File: config.mk
export PLATFORM = sky130hd
export DESIGN_NAME = stride_burst_agen
export DESIGN_NICKNAME = d
export VERILOG_FILES = /design/src/rtl/sbag_pkg.sv /design/src/rtl/sbag_burst_pick.sv /design/src/rtl/sbag_step_calc.sv /design/src/rtl/sbag_beat_limit.sv /design/src/rtl/stride_burst_agen.sv
export SDC_FILE = /design/constraint.sdc
export NUM_CORES = 1
export LEC_CHECK = 0
export BUFFER_PORTS_ARGS = -buffer_cell sky130_fd_sc_hd__buf_4
export CAP_MARGIN = 20
export CORE_MARGIN = 4
export CORE_UTILIZATION = 45
export DETAILED_ROUTE_END_ITERATION = 7
export GPL_TIMING_DRIVEN = 0
export PLACE_DENSITY = 0.79
export REMOVE_ABC_BUFFERS = 1
export SETUP_SLACK_MARGIN = 0.02
export SLEW_MARGIN = 20
export SYNTH_ARGS = -nofsm -noshare
export SYNTH_HDL_FRONTEND = slang
export SYNTH_SLANG_ARGS = --single-unit
File: constraint.sdc
create_clock -name clk -period 7.7 [get_ports clk]
set_clock_uncertainty 0.2 [all_clocks]
set_input_delay 0.77 -clock clk [delete_from_list [all_inputs] [get_ports clk]]
set_output_delay 0.77 -clock clk [all_outputs]
set_load 0.02 [all_outputs]
File: src/rtl/sbag_pkg.sv
package sbag_pkg;

    typedef enum logic {
        SBAG_IDLE = 1'b0,
        SBAG_RUN  = 1'b1
    } sbag_state_e;

    // Field cap of the per-transfer burst value, independent of MAX_BURST.
    localparam int SBAG_FIELD_CAP = 128;

endpackage

File: src/rtl/sbag_burst_pick.sv
module sbag_burst_pick
    import sbag_pkg::*;
#(
    parameter int MAX_BURST = 16,
    parameter int BEAT_W    = 5
) (
    input  logic [7:0]        prog,
    input  logic              seq,
    output logic [BEAT_W-1:0] eff
);

    logic in_range;

    // The accepted range ends at whichever is smaller: build limit or field cap.
    generate
        if (MAX_BURST < SBAG_FIELD_CAP) begin : g_cap_build
            assign in_range = (prog != 8'd0) && (int'(prog) <= MAX_BURST);
        end else begin : g_cap_field
            assign in_range = (prog != 8'd0) && (int'(prog) <= SBAG_FIELD_CAP);
        end
    endgenerate

    always_comb begin
        if (!seq) begin
            eff = BEAT_W'(1);
        end else if (in_range) begin
            eff = BEAT_W'(prog);
        end else begin
            eff = BEAT_W'(MAX_BURST);
        end
    end

endmodule

File: src/rtl/sbag_step_calc.sv
module sbag_step_calc #(
    parameter int ADDR_W     = 32,
    parameter int STRIDE_W   = 8,
    parameter int DATA_BYTES = 4
) (
    input  logic [STRIDE_W-1:0] stride,
    output logic [ADDR_W-1:0]   step,
    output logic                seq
);

    localparam int LOG_DB = $clog2(DATA_BYTES);

    always_comb begin
        step = ADDR_W'(stride) << LOG_DB;
        seq  = (stride == STRIDE_W'(1));
    end

endmodule

File: src/rtl/sbag_beat_limit.sv
module sbag_beat_limit #(
    parameter int LEN_W  = 20,
    parameter int BEAT_W = 5
) (
    input  logic [LEN_W-1:0]  words_left,
    input  logic [BEAT_W-1:0] burst,
    output logic [BEAT_W-1:0] beats,
    output logic              last
);

    always_comb begin
        last  = (words_left <= LEN_W'(burst));
        beats = last ? BEAT_W'(words_left) : burst;
    end

endmodule

File: src/rtl/stride_burst_agen.sv
module stride_burst_agen
    import sbag_pkg::*;
#(
    parameter int ADDR_W     = 32,
    parameter int LEN_W      = 20,
    parameter int STRIDE_W   = 8,
    parameter int DATA_BYTES = 4,
    parameter int MAX_BURST  = 16,
    localparam int BEAT_W    = $clog2(MAX_BURST + 1)
) (
    input  logic                clk,
    input  logic                rst_n,
    input  logic                start,
    input  logic [ADDR_W-1:0]   cfg_addr,
    input  logic [LEN_W-1:0]    cfg_len,
    input  logic [STRIDE_W-1:0] cfg_stride,
    input  logic [7:0]          cfg_burst,
    output logic                busy,
    output logic                req_valid,
    input  logic                req_ready,
    output logic [ADDR_W-1:0]   req_addr,
    output logic [BEAT_W-1:0]   req_beats,
    output logic                req_last,
    output logic [LEN_W-1:0]    bytes_left
);

    localparam int LOG_DB = $clog2(DATA_BYTES);

    typedef struct packed {
        sbag_state_e        state;
        logic [ADDR_W-1:0]  addr;
        logic [LEN_W-1:0]   words;
        logic [LEN_W-1:0]   bytes;
        logic [ADDR_W-1:0]  step;
        logic               seq;
        logic [BEAT_W-1:0]  burst;
    } sbag_regs_t;

    sbag_regs_t cur_q, nxt_d;

    logic [ADDR_W-1:0] cfg_step;
    logic              cfg_seq;
    logic [BEAT_W-1:0] cfg_eff_burst;
    logic [LEN_W:0]    cfg_words_wide;
    logic [BEAT_W-1:0] beats;
    logic              last;
    logic [ADDR_W-1:0] advance;
    logic [LEN_W-1:0]  consumed;
    logic              accept;

    sbag_step_calc #(
        .ADDR_W    (ADDR_W),
        .STRIDE_W  (STRIDE_W),
        .DATA_BYTES(DATA_BYTES)
    ) u_step (
        .stride(cfg_stride),
        .step  (cfg_step),
        .seq   (cfg_seq)
    );

    sbag_burst_pick #(
        .MAX_BURST(MAX_BURST),
        .BEAT_W   (BEAT_W)
    ) u_pick (
        .prog(cfg_burst),
        .seq (cfg_seq),
        .eff (cfg_eff_burst)
    );

    sbag_beat_limit #(
        .LEN_W (LEN_W),
        .BEAT_W(BEAT_W)
    ) u_limit (
        .words_left(cur_q.words),
        .burst     (cur_q.burst),
        .beats     (beats),
        .last      (last)
    );

    always_comb begin
        cfg_words_wide = ({1'b0, cfg_len} + (LEN_W+1)'(DATA_BYTES - 1)) >> LOG_DB;
        accept         = (cur_q.state == SBAG_RUN) && req_ready;
        advance        = cur_q.seq ? (ADDR_W'(beats) << LOG_DB) : cur_q.step;
        consumed       = LEN_W'(beats) << LOG_DB;

        nxt_d = cur_q;
        case (cur_q.state)
            SBAG_IDLE: begin
                if (start && (cfg_len != '0)) begin
                    nxt_d.state = SBAG_RUN;
                    nxt_d.addr  = cfg_addr;
                    nxt_d.words = cfg_words_wide[LEN_W-1:0];
                    nxt_d.bytes = cfg_len;
                    nxt_d.step  = cfg_step;
                    nxt_d.seq   = cfg_seq;
                    nxt_d.burst = cfg_eff_burst;
                end
            end
            SBAG_RUN: begin
                if (accept) begin
                    nxt_d.addr  = cur_q.addr + advance;
                    nxt_d.words = cur_q.words - LEN_W'(beats);
                    nxt_d.bytes = (cur_q.bytes > consumed) ? (cur_q.bytes - consumed) : '0;
                    if (last) begin
                        nxt_d.state = SBAG_IDLE;
                    end
                end
            end
            default: nxt_d.state = SBAG_IDLE;
        endcase
    end

    always_ff @(posedge clk) begin
        if (!rst_n) begin
            cur_q <= '{state: SBAG_IDLE, default: '0};
        end else begin
            cur_q <= nxt_d;
        end
    end

    assign busy       = (cur_q.state == SBAG_RUN);
    assign req_valid  = (cur_q.state == SBAG_RUN);
    assign req_addr   = cur_q.addr;
    assign req_beats  = beats;
    assign req_last   = (cur_q.state == SBAG_RUN) && last;
    assign bytes_left = cur_q.bytes;

endmodule

==> results_dict.tcl <==
set metrics [dict create \
    status "finished clean" \
    slowest_stage "or4_1" \
    mostFrequentLayoutCell "buf_4" \
    synth_area_leaders "dfxtp_1 27%, buf_4 6.4%, a21oi_1 6.4%, nand2_1 5.8%, nor2_1 4.4%" \
    routed_via_density 6.09 \
    wl_met3_mm 1.56 \
    cp_data_arrival_time_ps 6120 \
    powerDensity_mw_per_mm2 203 \
    wl_mm 19.7 \
    drv_cap 0 \
    cts_root_buf "clkbuf_16" \
    hpwl_mm 14.0 \
    port_buffers 131 \
    insertion_delay_ps 350 \
    slew_headroom_pct 43.4 \
    grt-ovfl-total 0 \
    synthCells 864 \
    crit_chain "inv_1 > ha_1 > nand4_1 > o21a_1 > or4_1 > nor2_8 > nor2_1 > a21oi_1 > a21oi_1 > ha_1 > a21o_1 > a21oi_1 > o21ai_0 > a21oi_1 > o21ai_0 > a21oi_1 > nor3_1 > a31oi_1 > a311o_1" \
    synth-edff-count 0 \
    worst_path_most_repeated_cell "a21oi_1" \
    dpl-instance-area_mm2 0.00723 \
    cp_num_buf_inv 1 \
    cts-resized-gates 0 \
    gr-usage-all-layers_pct 23.9 \
    drcViolationCount 0 \
    die_h_um 128 \
    drv_slew 0 \
    drive_above_1_share_pct 20.3 \
    postCtsHoldBufs 0 \
    cts_tree "done" \
    max_freq_ghz 0.164 \
    avgSynthCellArea_um2 7.46 \
    reg2reg_to "req_addr[19]$_SDFFE_PN0P_" \
    clockBufferDepth 2 \
    netlist_area_mm2 0.00645 \
    synthDistinctLibCells 77 \
    path_class "flop to flop" \
    worstMarginPinSlew_ps 842 \
    wl_met2_mm 9.23 \
    tns_ps 0 \
    rrSetupSlack_ps 1620 \
    ios 132 \
    top_layer_used "met4" \
    antenna_found_initial 0 \
    power.leakage_nw 3.00 \
    finalSetupViolations 0 \
    seq_area_frac_synth_pct 27.0 \
    yosysWarnings 0 \
    dp.cells 1085 \
    initial_utilization_pct 46.3 \
    die_area_mm2 0.0163 \
    min_period_ps 6080 \
    crit_cells 19 \
    finalPower_mw 1.54 \
    hold_violations 0 \
    startpoint "cur_q[2]$_SDFFE_PN0P_" \
    cp-endpoint "req_addr[19]$_SDFFE_PN0P_" \
    nets 1010 \
    p_clk_share_pct 34.2 \
    multi_input_comb_area_mm2 0.00402 \
    core_area_mm2 0.0139 \
    area_growth_pct 17.7 \
    finalCritPeriodShare_pct 79.0 \
    power_switching_uw 528 \
    wl_per_cell_um 17.9 \
    grt_max_degree 50 \
    grt_pass1_wl_mm 31.7 \
    min_path_type "flop to flop" \
    drt-pass1-iter-count 7 \
    antenna_left 0 \
    synth_ff_type "dfxtp_1" \
    synth_async_sr_flop_share_pct 0 \
    post-cts-setup-buffers 0 \
    reg2reg_depth 19 \
    grt_setup_unrepaired "no" \
    diodes 0 \
    slowest_delay_ps 640 \
    p_sw_share_pct 34.4 \
    fin_util_pct 54.4 \
    p_comb_share_pct 31.4 \
    gp_congestion 0.948 \
    cp-start-kind "flop" \
    clk_pin_slew_ps 70 \
    h-tree-depth 3 \
    p_int_mw 1.01 \
    vias 6703 \
    critPathTopFamily "compound AO/OA/AOI/OAI gates" \
    crit_fanout 14 \
    drtIter0Drc 517 \
    seqCellArea_mm2 0.00174 \
    design_area_mm2 0.00759 \
    fill_cells 1289 \
    stdcell_count 1101 \
    die_w_um 128 \
    netlist.top_cell.by_area "dfxtp_1" \
    cts.sinks 87 \
    met1_length_mm 8.36 \
    cp.required_ps 7740 \
    rr_startpoint "cur_q[2]$_SDFFE_PN0P_" \
    worst_setup_path_end_kind "flop" \
    numCtsBuffers 9 \
    ys_seq_elements 87 \
    fp-row-count 43 \
    synth_top_area_share_pct 27.0 \
    seq_power_share_pct 34.4 \
    irDropWorstVdd_mv 0.0980 \
    final_cell_mix "131 x buf_4, 98 x nand2_1, 87 x dfxtp_1, 82 x a21oi_1, 75 x nor2_1" \
    grt_pass1_vias 6333 \
]
layer usage:
metal	vias to the layer above	track usage (%)
li1	3203	-
met1	3143	30.7
met2	313	39.2
met3	44	4.42
met4	0	10.4
met5	-	0
worst register-to-register path, cell delays in order, from the launching register on:
cell and delay [ps]:
dfxtp_1 530, inv_1 210, ha_1 360, nand4_1 150
o21a_1 210, or4_1 640, nor2_8 360, nor2_1 90
a21oi_1 620, a21oi_1 230, ha_1 320, a21o_1 110
a21oi_1 90, o21ai_0 170, a21oi_1 120, o21ai_0 300
a21oi_1 170, nor3_1 590, a31oi_1 180, a311o_1 330
how the worst min path moves through the flow:
stage | cells after the start | startpoint | to | slack (ps)
final | 2 | cur_q[13]$_SDFFE_PN0P_ | cur_q[13]$_SDFFE_PN0P_ | 250
after detailed placement | 2 | cur_q[13]$_SDFFE_PN0P_ | cur_q[13]$_SDFFE_PN0P_ | 250
after floorplan | 2 | cur_q[13]$_SDFFE_PN0P_ | cur_q[13]$_SDFFE_PN0P_ | 230
after global placement | 2 | cur_q[13]$_SDFFE_PN0P_ | cur_q[13]$_SDFFE_PN0P_ | 240
after CTS | 2 | cur_q[13]$_SDFFE_PN0P_ | cur_q[13]$_SDFFE_PN0P_ | 260
after global routing | 2 | cur_q[14]$_SDFFE_PN0P_ | cur_q[14]$_SDFFE_PN0P_ | 280
cell families (layout without fill, tap and decap cells):
| group | Yosys count | count (layout) | share of synthesized area (%) |
|---|---|---|---|
| AO/OA/AOI/OAI | 256 | 256 | 26.3 |
| AND/OR/NAND/NOR | 325 | 325 | 24.9 |
| XOR/XNOR | 34 | 34 | 4.62 |
| adder cells (fa/ha/maj) | 23 | 23 | 4.79 |
| multiplexers | 7 | 7 | 1.18 |
| flip-flops | 87 | 87 | 27.0 |
| buffers and inverters | 132 | 189 | 11.1 |
power by group through the flow:
stage	registers [mW]	clock network [mW]	logic, mW
6_report	0.529	0.525	0.483
5_1_grt	0.534	0.552	0.527
4_1_cts	0.527	0.530	0.478
3_5_place_dp	0.537	0	0.474
3_3_place_gp	0.536	0	0.454
2_1_floorplan	0.553	0	0.281
sequential cells by signal, summed over array words and instances, names as in the netlist:
| register | count |
|---|---|
| req_addr | 32 |
| cur_q | 34 |
| busy | 1 |
| bytes_left | 20 |
final cells by class:
type,instances,share of cell area (%)
well taps,180,2.97
clock inverters,6,1.53
inverters,36,1.80
flip-flops and latches,87,23.0
repair buffers,137,14.6
clock buffers,10,3.15
multi-input cells,645,53.0
through the flow:
| stage | hold WS, ps | setup slack (ps) |
|---|---|---|
| 6_report | 253 | 1620 |
| 4_1_cts | 255 | 1760 |
| 5_1_grt | 278 | 1090 |
| 3_5_place_dp | 247 | 1800 |
| 2_1_floorplan | 232 | 2660 |
| 3_3_place_gp | 240 | 311 |
cell usage after synthesis, drive strengths merged (4+ instances only):
library cell  count
or3              13
o21a              8
nand2            99
xnor2            21
a22oi             8
o311ai            4
o32ai             6
or4               7
nor4             12
nor2             77
o2111ai           4
nand4             9
or2               5
o21ai            41
xor2             13
o211ai           16
nand3            37
a21oi            84
dfxtp            87
nor3             22
mux2              5
a21o              5
ha               19
and3             12
nor2b            11
o22ai             8
and2              4
inv              35
a31oi            28
clkbuf           37
a221oi           10
nand2b            5
o31ai             7
buf              59
Note: power is estimated with default switching activity, not from simulation.
